File: src/rtl/afs_pkg.sv
package afs_pkg;
  typedef enum logic {SEQ_FOUR = 1'b0, SEQ_FIVE = 1'b1} seq_mode_e;
  localparam int MODE_BIT    = 7;
  localparam int INHIBIT_BIT = 6;
  localparam int STEP_W      = 3;
  typedef struct packed {
    logic qtr;
    logic half;
    logic irq;
  } step_evt_t;
endpackage

File: src/rtl/afs_step_timer.sv
module afs_step_timer #(
  parameter int STEP_CLKS = 7457
) (
  input  logic clk,
  input  logic rst,
  input  logic restart,
  output logic tick
);
  localparam int CNT_W = (STEP_CLKS > 2) ? $clog2(STEP_CLKS) : 1;
  localparam logic [CNT_W-1:0] LAST = CNT_W'(STEP_CLKS - 1);

  logic [CNT_W-1:0] cnt_q;

  assign tick = (cnt_q == LAST) && !restart;

  always_ff @(posedge clk) begin
    if (rst || restart || tick) cnt_q <= '0;
    else                        cnt_q <= cnt_q + 1'b1;
  end

  // independent gap counter used only by the spacing check
  int gap_q;
  always_ff @(posedge clk) begin
    if (rst || restart || tick) gap_q <= 0;
    else                        gap_q <= gap_q + 1;
  end

  assert_step_spacing_R5: assert property (@(posedge clk) disable iff (rst)
    tick |-> (gap_q == STEP_CLKS - 1));
  assert_tick_single_R5: assert property (@(posedge clk) disable iff (rst)
    tick |=> !tick);
endmodule

File: src/rtl/afs_restart_ctl.sv
module afs_restart_ctl (
  input  logic clk,
  input  logic rst,
  input  logic wr_en,
  output logic restart
);
  logic       phase_q;   // 0 when the coming edge is odd-numbered
  logic [1:0] dly_q;

  assign restart = (dly_q == 2'd1);

  always_ff @(posedge clk) begin
    if (rst) begin
      phase_q <= 1'b0;
      dly_q   <= 2'd0;
    end else begin
      phase_q <= ~phase_q;
      if (wr_en)              dly_q <= phase_q ? 2'd2 : 2'd3;
      else if (dly_q != 2'd0) dly_q <= dly_q - 2'd1;
    end
  end

  assert_restart_origin_R6: assert property (@(posedge clk) disable iff (rst)
    restart |-> (($past(wr_en, 2) && $past(phase_q, 2)) ||
                 ($past(wr_en, 3) && !$past(phase_q, 3))));
endmodule

File: src/rtl/afs_step_decoder.sv
module afs_step_decoder
  import afs_pkg::*;
(
  input  logic      clk,
  input  logic      rst,
  input  logic      tick,
  input  logic      restart,
  input  seq_mode_e mode,
  output step_evt_t evt
);
  logic [STEP_W-1:0] step_q;
  logic [STEP_W-1:0] last_idx;
  step_evt_t         pat;

  assign last_idx = (mode == SEQ_FIVE) ? STEP_W'(4) : STEP_W'(3);

  always_comb begin
    pat = '0;
    if (mode == SEQ_FOUR) begin
      pat.qtr  = 1'b1;
      pat.half = step_q[0];
      pat.irq  = (step_q == STEP_W'(3));
    end else begin
      pat.qtr  = (step_q != STEP_W'(4));
      pat.half = (step_q == STEP_W'(0)) || (step_q == STEP_W'(2));
      pat.irq  = 1'b0;
    end
    evt = tick ? pat : '0;
  end

  always_ff @(posedge clk) begin
    if (rst || restart)            step_q <= '0;
    else if (tick) begin
      if (step_q >= last_idx)      step_q <= '0;
      else                         step_q <= step_q + 1'b1;
    end
  end

  assert_no_irq_five_R4: assert property (@(posedge clk) disable iff (rst)
    (mode == SEQ_FIVE) |-> !evt.irq);
  assert_irq_on_tick_R3: assert property (@(posedge clk) disable iff (rst)
    evt.irq |-> (tick && evt.half && evt.qtr));
endmodule

File: src/rtl/afs_irq_flag.sv
module afs_irq_flag (
  input  logic clk,
  input  logic rst,
  input  logic set,
  input  logic clr_wr,
  input  logic ack,
  output logic flag
);
  always_ff @(posedge clk) begin
    if (rst)         flag <= 1'b0;
    else if (clr_wr) flag <= 1'b0;
    else if (set)    flag <= 1'b1;
    else if (ack)    flag <= 1'b0;
  end

  assert_irq_hold_R9: assert property (@(posedge clk) disable iff (rst)
    (flag && !ack && !clr_wr) |=> flag);
  assert_set_beats_ack_R10: assert property (@(posedge clk) disable iff (rst)
    (set && !clr_wr) |=> flag);
endmodule

File: src/rtl/frame_sequencer.sv
module frame_sequencer
  import afs_pkg::*;
#(
  parameter int STEP_CLKS = 7457
) (
  input  logic       clk,
  input  logic       rst,
  input  logic       ctl_we,
  input  logic [7:0] ctl_wdata,
  input  logic       irq_ack,
  output logic       qtr_frame,
  output logic       half_frame,
  output logic       frame_irq
);
  seq_mode_e mode_q;
  logic      inhibit_q;
  logic      restart;
  logic      tick;
  step_evt_t evt;
  logic      unused_bits;

  assign unused_bits = ^ctl_wdata[5:0];

  always_ff @(posedge clk) begin
    if (rst) begin
      mode_q    <= SEQ_FOUR;
      inhibit_q <= 1'b0;
    end else if (ctl_we) begin
      mode_q    <= seq_mode_e'(ctl_wdata[MODE_BIT]);
      inhibit_q <= ctl_wdata[INHIBIT_BIT];
    end
  end

  afs_restart_ctl u_restart (
    .clk(clk), .rst(rst), .wr_en(ctl_we), .restart(restart)
  );

  afs_step_timer #(.STEP_CLKS(STEP_CLKS)) u_timer (
    .clk(clk), .rst(rst), .restart(restart), .tick(tick)
  );

  afs_step_decoder u_dec (
    .clk(clk), .rst(rst), .tick(tick), .restart(restart),
    .mode(mode_q), .evt(evt)
  );

  afs_irq_flag u_irq (
    .clk(clk), .rst(rst),
    .set(evt.irq && !inhibit_q),
    .clr_wr(ctl_we && ctl_wdata[INHIBIT_BIT]),
    .ack(irq_ack),
    .flag(frame_irq)
  );

  always_ff @(posedge clk) begin
    if (rst) begin
      qtr_frame  <= 1'b0;
      half_frame <= 1'b0;
    end else begin
      qtr_frame  <= evt.qtr  | ctl_we;
      half_frame <= evt.half | (ctl_we & ctl_wdata[MODE_BIT]);
    end
  end

  assert_half_has_qtr_R2: assert property (@(posedge clk) disable iff (rst)
    half_frame |-> qtr_frame);
  assert_write_strobe_R7: assert property (@(posedge clk) disable iff (rst)
    ctl_we |=> qtr_frame);
  assert_inhibit_clears_R8: assert property (@(posedge clk) disable iff (rst)
    (ctl_we && ctl_wdata[INHIBIT_BIT]) |=> !frame_irq);
endmodule

File: config.mk
export PLATFORM = sky130hd
export DESIGN_NAME = frame_sequencer
export DESIGN_NICKNAME = d
export VERILOG_FILES = /design/src/rtl/afs_pkg.sv /design/src/rtl/afs_step_timer.sv /design/src/rtl/afs_restart_ctl.sv /design/src/rtl/afs_step_decoder.sv /design/src/rtl/afs_irq_flag.sv /design/src/rtl/frame_sequencer.sv
export SDC_FILE = /design/constraint.sdc
export NUM_CORES = 1
export LEC_CHECK = 0
export CAP_MARGIN = 40
export CORE_MARGIN = 2
export CORE_UTILIZATION = 40
export DETAILED_ROUTE_END_ITERATION = 6
export PLACE_DENSITY_LB_ADDON = 0.12
export SLEW_MARGIN = 20
export SYNTH_ARGS = -nofsm -noshare
export SYNTH_HDL_FRONTEND = slang
export SYNTH_HIERARCHICAL = 1
export SYNTH_SLANG_ARGS = --single-unit
File: constraint.sdc
create_clock -name clk -period 1.68 [get_ports clk]
set_input_delay 0.168 -clock clk [delete_from_list [all_inputs] [get_ports clk]]
set_output_delay 0.168 -clock clk [all_outputs]
set_load 0.005 [all_outputs]
; ---- Yosys cells after proc, flatten, opt, wreduce, memory -nomap -nowiden
; Index checks and enable logic that the tools add are counted.
[totals]
ff_bits = 24
inputBits = 12
word_cells = 44
[op_classes]
addsub = 3
order_cmp = 1
n_eq_ne = 5
mux = 9
n_bitwise = 4
reduce_logical = 13
[ops]
columns = op, n
row1 = "13-bit by 1-bit adder with 13-bit output, second input constant", 1
row2 = "13-bit == test, second input constant", 1
row3 = 3-bit two-way mux, 4
row4 = "3-bit by 2-bit == test with 1-bit output, second input constant", 2
row5 = 2-bit nonzero test, 3
row6 = 2-bit two-way mux, 2
row7 = "3-bit by 1-bit adder with 3-bit output, second input constant", 1
row8 = 3-bit >= comparator, 1
row9 = 1-bit logical AND, 3
row10 = 3-bit zero test, 1
row11 = 1-bit logical OR, 3
row12 = 1-bit two-way mux, 3
row13 = "3-bit != test, second input constant", 1
row14 = "2-bit by 1-bit == test with 1-bit output, second input constant", 1
row15 = 1-bit zero test, 2
row16 = 1-bit OR, 2
row17 = 2-bit OR reduction, 1
row18 = "2-bit by 1-bit subtractor with 2-bit output, second input constant", 1
row19 = 1-bit AND, 1
row20 = 1-bit NOT, 1

; ---- Logic depth before layout (Yosys ltp)
; Gate-level depths: netlist (run 1).
[logic_depth]
depth_word = 6
ltp_mapped = 10
ltp_nobuf = 8

; ---- By module
; Netlist (run 1), hierarchy kept.
[by_module_without_submodules]
columns = module, n_inst, cells_per_inst, area_each_um2, seq_area_each_um2
row1 = afs_step_timer, 1, 72, 661.9, 260.2
row2 = afs_step_decoder, 1, 34, 285.3, 60.1
row3 = afs_restart_ctl, 1, 13, 142.6, 60.1
row4 = frame_sequencer, 1, 14, 137.6, 80.1
row5 = afs_irq_flag, 1, 4, 45.0, 20.0

; ---- Worst setup path after synthesis (run 1)
; No wires, ideal clock.
[synth_timing]
path_type = reg-to-reg
startpoint = reg u_timer.cnt_q[0]
endpoint = reg u_irq.flag
setup_ns = 0.058
arrival_ns = 1.702
t_required_ns = 1.622
setup_slack_ns = -0.080
stages_incl_launch_ff = 10
cell_sequence = dfxtp_1 inv_1 ha_1 nor4bb_1 and4_1 clkbuf_1 buf_2 and3_1 nor2b_1 o21a_1
[synth_rtl]
columns = item, line_no
row1 = "start, declared", afs_step_timer.sv:12  ; logic [CNT_W-1:0] cnt_q;
row2 = "start signal, assigned", afs_step_timer.sv:18  ; else cnt_q <= cnt_q + 1'b1;
row3 = "end signal, assigned", afs_irq_flag.sv:10  ; if (rst) flag <= 1'b0;
row4 = "end signal, assigned", afs_irq_flag.sv:11  ; else if (clr_wr) flag <= 1'b0;
row5 = "end signal, assigned", afs_irq_flag.sv:12  ; else if (set) flag <= 1'b1;
row6 = "end, declared", afs_irq_flag.sv:7  ; output logic flag

==> results, run 1 <==
- Counting flops with an async set or reset pin after synthesis yields a share of 0.
- The number of endpoints with negative hold slack in the final report is 0.
- Of the synthesized area, sequential elements account for 0.378.
- CTS built an H-tree with a depth of 1.
- The final count of negative-setup-slack endpoints is 0.
- Based on the critical path, the design can be clocked at up to between 0.6 and 0.7 GHz.
- The final hold slack is roughly 0.41 ns.
- The total setup buffers inserted after CTS is 0.
- The number of nets with antenna violations after routing is 0.
- The top cell types in the final layout, fill and taps aside, are 23 x sky130_fd_sc_hd__dfxtp_1, 11 x sky130_fd_sc_hd__ha_1, 10 x sky130_fd_sc_hd__inv_1, 10 x sky130_fd_sc_hd__nand3_1.
- The worst setup skew after layout is between 0.009 and 0.01 ns.
- Buffers inserted during clock tree synthesis total 3.
- The reg-to-reg setup timing slack is 0.08 ns.
- The total area inside the core boundary comes to 3030 um2.
- For the worst-skew pair, the clock arrives at the later sink with an insertion delay of ~0.32 ns.
- The number of global-route vias before repair is 938.
- The critical path in this run is classified as reg -> reg.
- The count of warnings emitted by yosys is 6.
- The final-layout fill cell count is approximately 300.
- During placement, the flow inserted port buffers numbering 8.
- After clock tree synthesis, the clock-pin slew on the worst setup and hold paths is around 0.14 ns.
- The final net count is ~170.
- The post-detailed-placement half-perimeter wirelength is 1.69 mm.
- The floorplan step defined a die boundary enclosing 3650 um2.
- The share of the clock period used by the worst path after layout is 0.951.
- The DRC violation count after routing is 0.
- The max-capacitance violation count is 0.
- The TritonCTS clock tree is done.
- Synthesis produced 137 cells.
- Before antenna repair, the detailed router went through 4 iterations.
- By area the synthesized netlist is led by sky130_fd_sc_hd__dfxtp_1 38%, sky130_fd_sc_hd__ha_1 11%, sky130_fd_sc_hd__nand3_1 3.9%, sky130_fd_sc_hd__a211oi_1 3.5%, sky130_fd_sc_hd__inv_1 2.9%.
- For this design, the CTS-stage hold fixing added 0 buffers.
- The average instance area after synthesis is approximately 9.3 um2.
- For this block, the initial DRC count from the detailed router was 15.
- In the global route stage, overall resource usage came out at 0.145.
- The total via count after detailed routing is approximately 1,000.
- Setup repair after global routing could not meet its margin everywhere.
- At the pin with the least slew margin, the transition time is approximately 0.34 ns.
- The routability-driven placement congestion ratio is about 0.80.
- The worst setup path is launched from a register.
- Counting every sink on the clock net gives 24.
- The flop and latch count out of synthesis is 24.
- The number of primary I/O pins is 15.
- Of all nets on the critical path, the largest fanout is 5.
- The number of core rows is 20.
- In this run the horizontal extent of the chip is 60.4 um.
- The flow ran to the end, and the final reports show no timing, DRC or antenna violations.
- The number of distinct library cell variants in the gate-level netlist after synthesis is 44.
- Measured on the finished design, the core utilization comes to 0.491.
- Relative to the synthesized area, the layout overhead comes to 16.9%.
- Summed over all cells, the static leakage comes to 0.537 nW.
- The post-CTS resize count is 0.
- The classification of the worst-slack hold path is reg -> reg.
- The clock passes through at most 2 buffers.
- The area share of the largest cell type after synthesis is 0.378.
- The number of enable flip-flop cells after synthesis is 0.
- The final critical-path required period is between 1.5 and 2 ns.
- The synthesized design spends more area on one cell type than any other, namely sky130_fd_sc_hd__dfxtp_1.
- For the worst setup path, the data arrival time is 1.87 ns.
- The most common cell after layout, fill and taps aside is sky130_fd_sc_hd__dfxtp_1.
- The final routed wire length divided by cell count is 12.2 um.
- The initial antenna violation count is 0.
- The pin count of the biggest net entering global routing is 15.
- STA puts the critical path data required time at about 2.0 ns.
- The net count after synthesis is 160.
- The detail-routed via count per cell is about 5.2.
- The synthesized netlist occupies a cell area of 1270 um2.
- Of the cells placed in the final design, the portion with a size suffix greater than 1 is 0.181.
- The final total negative setup slack is 0 ns.
- The first-pass GRT wire length is 4.02 mm.
- The number of diodes is 0.
- For this run, the leading register cell type out of synthesis is sky130_fd_sc_hd__dfxtp_1.
- Measured along the y axis, the die boundary spans around 60 um.
- The total power density per cell area is 779 nW/um2.
- The maximum vdd drop is roughly 0.54 mV.
- The tree is rooted in a sky130_fd_sc_hd__clkbuf_4.
- The worst slew slack as a fraction of its limit is 0.773.
- The post-detailed-routing wire length is between 2 and 2.5 mm.
- The worst setup path is captured at a register.
- The count of final max-slew check failures is 0.
- The final global-route overflow total is 0.
- The initial utilization of the core area, before any placement, comes to 0.420.
[path summary, 6_finish.rpt]
kind | from | to | cells past startpoint
max reg2reg | u_timer/cnt_q[0] | qtr_frame | 8
min reg2reg | u_restart/phase_q | u_restart/phase_q | 1
min | u_restart/phase_q | u_restart/phase_q | 1
max | u_timer/cnt_q[0] | qtr_frame | 8
[cell type report]
cell class / instances / area [um2] / share of cell area
repair buffers: 13 / 118 / 0.0791
well taps: 44 / 55.1 / 0.0370
multi-input cells: 98 / 743 / 0.500
inverters: 10 / 37.5 / 0.0252
clock buffers: 3 / 22.5 / 0.0151
flip-flops and latches: 24 / 482 / 0.324
clock inverters: 1 / 30.0 / 0.0202
[sequential cells by signal (all words and copies together) (netlist names)]
name and count:
u_restart/phase_q 1, half_frame 1, qtr_frame 1, mode_q 1, u_irq/flag 1, u_timer/cnt_q 13
inhibit_q 1, u_restart/dly_q 2, u_dec/step_q 3
[synthesized netlist by cell type (2+ instances only)]
| master | count |
|---|---|
| sky130_fd_sc_hd__a211oi_1 | 6 |
| sky130_fd_sc_hd__a211oi_2 | 2 |
| sky130_fd_sc_hd__a21oi_1 | 2 |
| sky130_fd_sc_hd__and3_1 | 2 |
| sky130_fd_sc_hd__clkbuf_1 | 2 |
| sky130_fd_sc_hd__dfxtp_1 | 24 |
| sky130_fd_sc_hd__ha_1 | 11 |
| sky130_fd_sc_hd__inv_1 | 10 |
| sky130_fd_sc_hd__mux2i_1 | 3 |
| sky130_fd_sc_hd__nand2_1 | 5 |
| sky130_fd_sc_hd__nand3_1 | 10 |
| sky130_fd_sc_hd__nand4_1 | 2 |
| sky130_fd_sc_hd__nor2_1 | 8 |
| sky130_fd_sc_hd__nor2b_1 | 2 |
| sky130_fd_sc_hd__nor3_1 | 4 |
| sky130_fd_sc_hd__o21ai_0 | 4 |
| sky130_fd_sc_hd__o21ai_1 | 2 |
| sky130_fd_sc_hd__o21ai_2 | 2 |
| sky130_fd_sc_hd__o31ai_1 | 4 |
| sky130_fd_sc_hd__or3_1 | 2 |
| sky130_fd_sc_hd__or3_2 | 2 |
| sky130_fd_sc_hd__or4_1 | 4 |
| sky130_fd_sc_hd__xor2_1 | 3 |
[stage by stage]
| stage | cells | power, mW | worst slack (ns) | area (um2) |
|---|---|---|---|---|
| 2_1_floorplan | 137 | 0.704 | 0.0138 | 1280 |
| 3_3_place_gp | 189 | 0.745 | 0.103 | 1420 |
| 3_5_place_dp | 189 | 0.749 | 0.103 | 1420 |
| 4_1_cts | 193 | 1.18 | 0.0874 | 1470 |
| 5_1_grt | 193 | 1.22 | -0.0805 | 1490 |
| 6_report | 193 | 1.16 | 0.0822 | 1490 |
[kinds of logic (layout without fill, tap and decap cells)]
| family | after synthesis | in the layout | synth area share |
|---|---|---|---|
| AND/OR/NAND/NOR | 52 | 52 | 0.247 |
| AO/OA/AOI/OAI | 27 | 27 | 0.155 |
| flip-flops | 24 | 24 | 0.378 |
| buffers and inverters | 15 | 27 | 0.0521 |
| adder cells (fa/ha/maj) | 11 | 11 | 0.108 |
| XOR/XNOR | 4 | 4 | 0.0275 |
| multiplexers | 4 | 4 | 0.0324 |
[per-layer routing]
layer	routed length (um)	track usage	vias up
li1	-	-	521
met1	1220	0.189	477
met2	1080	0.233	6
met3	39	0.0426	2
met4	15	0.0413	0
met5	0	0	-
[worst max-delay path, cell delays in order (launching register included)]
cell,delay (ns)
sky130_fd_sc_hd__dfxtp_2,0.37
sky130_fd_sc_hd__inv_1,0.06
sky130_fd_sc_hd__ha_1,0.15
sky130_fd_sc_hd__nor4bb_4,0.30
sky130_fd_sc_hd__and4_4,0.28
sky130_fd_sc_hd__inv_1,0.09
sky130_fd_sc_hd__a31oi_1,0.18
sky130_fd_sc_hd__nor2_1,0.06
sky130_fd_sc_hd__nor2_1,0.08
[power breakdown]
group | leakage [nW] | total [mW] | internal [mW] | switching, mW
clock | 0.0279 | 0.420 | 0.241 | 0.179
sequential | 0.196 | 0.609 | 0.591 | 0.0179
combinational | 0.313 | 0.130 | 0.0666 | 0.0632
total | 0.537 | 1.16 | 0.899 | 0.260
Power figures use the tool's default switching activity.
==> run 2: changes to the inputs <==
Settings changed: DONT_BUFFER_PORTS set to 1.
==> results, run 2 (synthesized netlist as in run 1, its figures left out) <==
- The flow ran to the end, and the final reports show no timing, DRC or antenna violations.
- Dividing the final minimum period by the clock period gives 0.930.
- Compared with the post-synthesis result, the final layout area differs by 13.5%.
- The layout has around 310 filler cells.
- In this run the tightest slew margin relative to its limit is 0.809.
- The total power density per cell area is about 720 nW/um2.
- After clock tree synthesis, the clock-pin slew on the worst setup and hold paths is approximately 0.14 ns.
- The number of endpoints with negative hold slack in the final report was 0.
- The register with the most flip-flops in the layout has 13 of them.
- The largest register by flop count is u_timer/cnt_q.
- The initial utilization of the core area, before any placement, comes to 0.420.
- The area of the core region is between 3000 and 4000 um2.
- The final layout contains 170 nets.
- The library cells used most frequently in the layout, excluding fill and tap cells, are 23 x sky130_fd_sc_hd__dfxtp_1, 11 x sky130_fd_sc_hd__ha_1, 10 x sky130_fd_sc_hd__inv_1, 10 x sky130_fd_sc_hd__nand3_1, 8 x sky130_fd_sc_hd__nor2_1.
- The detail-routed via count per cell is 5.23.
- Along the worst hold path, the cell count comes to 3.
- Routability-driven placement finished with a final weighted congestion of between 0.7 and 0.8.
- STA classifies the critical path startpoint as a register.
- Clock skew on the completed layout was measured at 0.00368 ns.
- For this design, the sink count on the clock tree is 24.
- The detailed-router iteration count before antenna repair is 4.
- Setup repair after global routing could not meet its margin everywhere.
- The most common cell after layout, fill and taps aside is sky130_fd_sc_hd__dfxtp_1.
- The worst setup path startpoint is u_timer/cnt_q[0].
- The detailed router finished its first iteration with 20 violations.
- The share of post-route cells with drive strength above 1 is 0.178.
- The DRC violation count after routing is 0.
- In this run the most used layer during global routing was met2.
- The H-tree depth is 1.
- In this run the critical register-to-register path is launched from u_timer/cnt_q[0].
- The count of nets left with antenna violations once routing finished came out at 0.
- The overall global routing resource usage is 0.155.
- The initial antenna violation count is 0.
- Counting the buffers created by CTS gives 3.
- Row generation in the floorplan step produced 20 rows.
- The pin count of the biggest net entering global routing is 14.
- Counting I/O delays and the setup requirement, the final critical path takes between 1.5 and 2 ns.
- For this design the top-level I/O count stands at 15.
- After detailed routing, the average wire length per cell comes to approximately 13 um.
- At the placement stage, the worst setup path has a slack of between 0.1 and 0.15 ns.
- The cell chosen for the clock root is sky130_fd_sc_hd__clkbuf_4.
- The total via count after detailed routing is roughly 990.
- For this run, global-route usage on met3 was measured as 0.0277.
- The total instance count after detailed placement is 180.
- Summed over all cells, the static leakage comes to between 0.5 and 0.6 nW.
- The type of the worst setup path is reg -> reg.
- Input and output buffers added on the ports amount to 0.
- In the final layout, the registers with the most flip-flops are u_timer/cnt_q x13, u_dec/step_q x3, u_restart/dly_q x2.
- The final hold slack is approximately 0.023 ns.
- The global-route met1 utilization is 0.213.
- The clock insertion delay at the later pin of the skew report is roughly 0.32 ns.
- The maximum vdd drop is 0.276 mV.
- Following the worst setup path forward leads to its endpoint at qtr_frame.
- The die is ~60 um tall.
- The arrival time of data at the critical path endpoint is around 1.8 ns.
- The met2 demand-to-capacity share in global routing is 0.239.
- Along the worst path, the maximum fanout reaches 5.
- Max-cap violations in this run came to 0.
- The horizontal extent of the die is roughly 60 um.
- The HPWL after detailed placement is ~1.7 mm.
- TritonCTS built the clock tree.
- Leaving out filler cells and counting taps, the final layout contains 190.
- The transition time at the pin with the least slew margin is between 0.2 and 0.3 ns.
- The deepest clock path buffer count is 2.
- The top achievable clock speed is 0.640 GHz.
- For this run, the share of the core covered by cells in the final layout is 0.477.
- Data on the critical path is required at its endpoint by around 2.0 ns.
- For this run the aggregate overflow at the end of global routing stands at 0.
- The die covers 3650 um2.
- The first global-routing pass estimated roughly 4.2 mm of wire.
- The worst-case setup margin in the final layout is about 0.12 ns.
- Setup violations remaining at the end of the flow were counted as 0.
- STA classifies the critical path endpoint as a register.
- 0 antenna diodes ended up in the layout.
- The endpoint of the most critical register-to-register path is qtr_frame.
- Total power for the finished layout comes to about 1.0 mW.
- The number of global-route vias before repair was between 900 and 1,000.
- The count of final max-slew check failures came to 0.
- For this block, the routed nets add up to 2.42 mm of wire.
- The classification of the worst-slack hold path is in -> reg.
- The reg-to-reg setup timing slack is ~0.12 ns.
- The worst register-to-register path has a depth of 8.
[run 2: critical path, cell delays in order, from the launching register on]
cell                       delay (ns)
sky130_fd_sc_hd__dfxtp_2         0.37
sky130_fd_sc_hd__inv_1           0.05
sky130_fd_sc_hd__ha_1            0.13
sky130_fd_sc_hd__nor4bb_2        0.28
sky130_fd_sc_hd__and4_4          0.28
sky130_fd_sc_hd__inv_1           0.09
sky130_fd_sc_hd__a31oi_1         0.17
sky130_fd_sc_hd__nor2_1          0.07
sky130_fd_sc_hd__nor2_1          0.08
[run 2: layout make-up]
type	count	area (um2)	area share
clock buffer	4	36.3	0.0251
timing repair buffer	10	90.1	0.0624
sequential	24	482	0.334
inverter	10	37.5	0.0260
tap	44	55.1	0.0381
multi-input combinational	98	743	0.515
[run 2: per-stage QoR]
stage | setup TNS [ns] | cell area, um2
detailed placement | 0 | 1330
finish | 0 | 1440
floorplan | 0 | 1280
global route | -0.106 | 1440
CTS | 0 | 1420
global placement | 0 | 1330
[run 2: worst min-delay path by stage]
stage / from / end
after floorplan: rst / u_restart/dly_q[0]
after global placement: rst / u_restart/dly_q[0]
after detailed placement: rst / u_restart/dly_q[0]
after CTS: rst / u_restart/dly_q[1]
after global routing: rst / u_dec/step_q[0]
final: rst / u_dec/step_q[2]
[run 2: report_power, final]
group / total (mW) / leakage, nW / internal (mW) / switching (mW)
registers: 0.609 / 0.196 / 0.591 / 0.0180
clock network: 0.318 / 0.0210 / 0.132 / 0.186
logic: 0.119 / 0.308 / 0.0590 / 0.0595
[run 2: timing repair]
item	4_1_cts	5_1_grt
gates resized for setup	0	4
hold buffers	5	1
hold endpoints to repair	8	1
buffers inserted	0	0
endpoints found under the setup margin	0	10
[run 2: per-layer routing]
layer | wire, um | vias up
met3 | 39 | 2
met5 | 0 | -
met4 | 19 | 0
met1 | 1240 | 476
met2 | 1120 | 4
li1 | - | 511
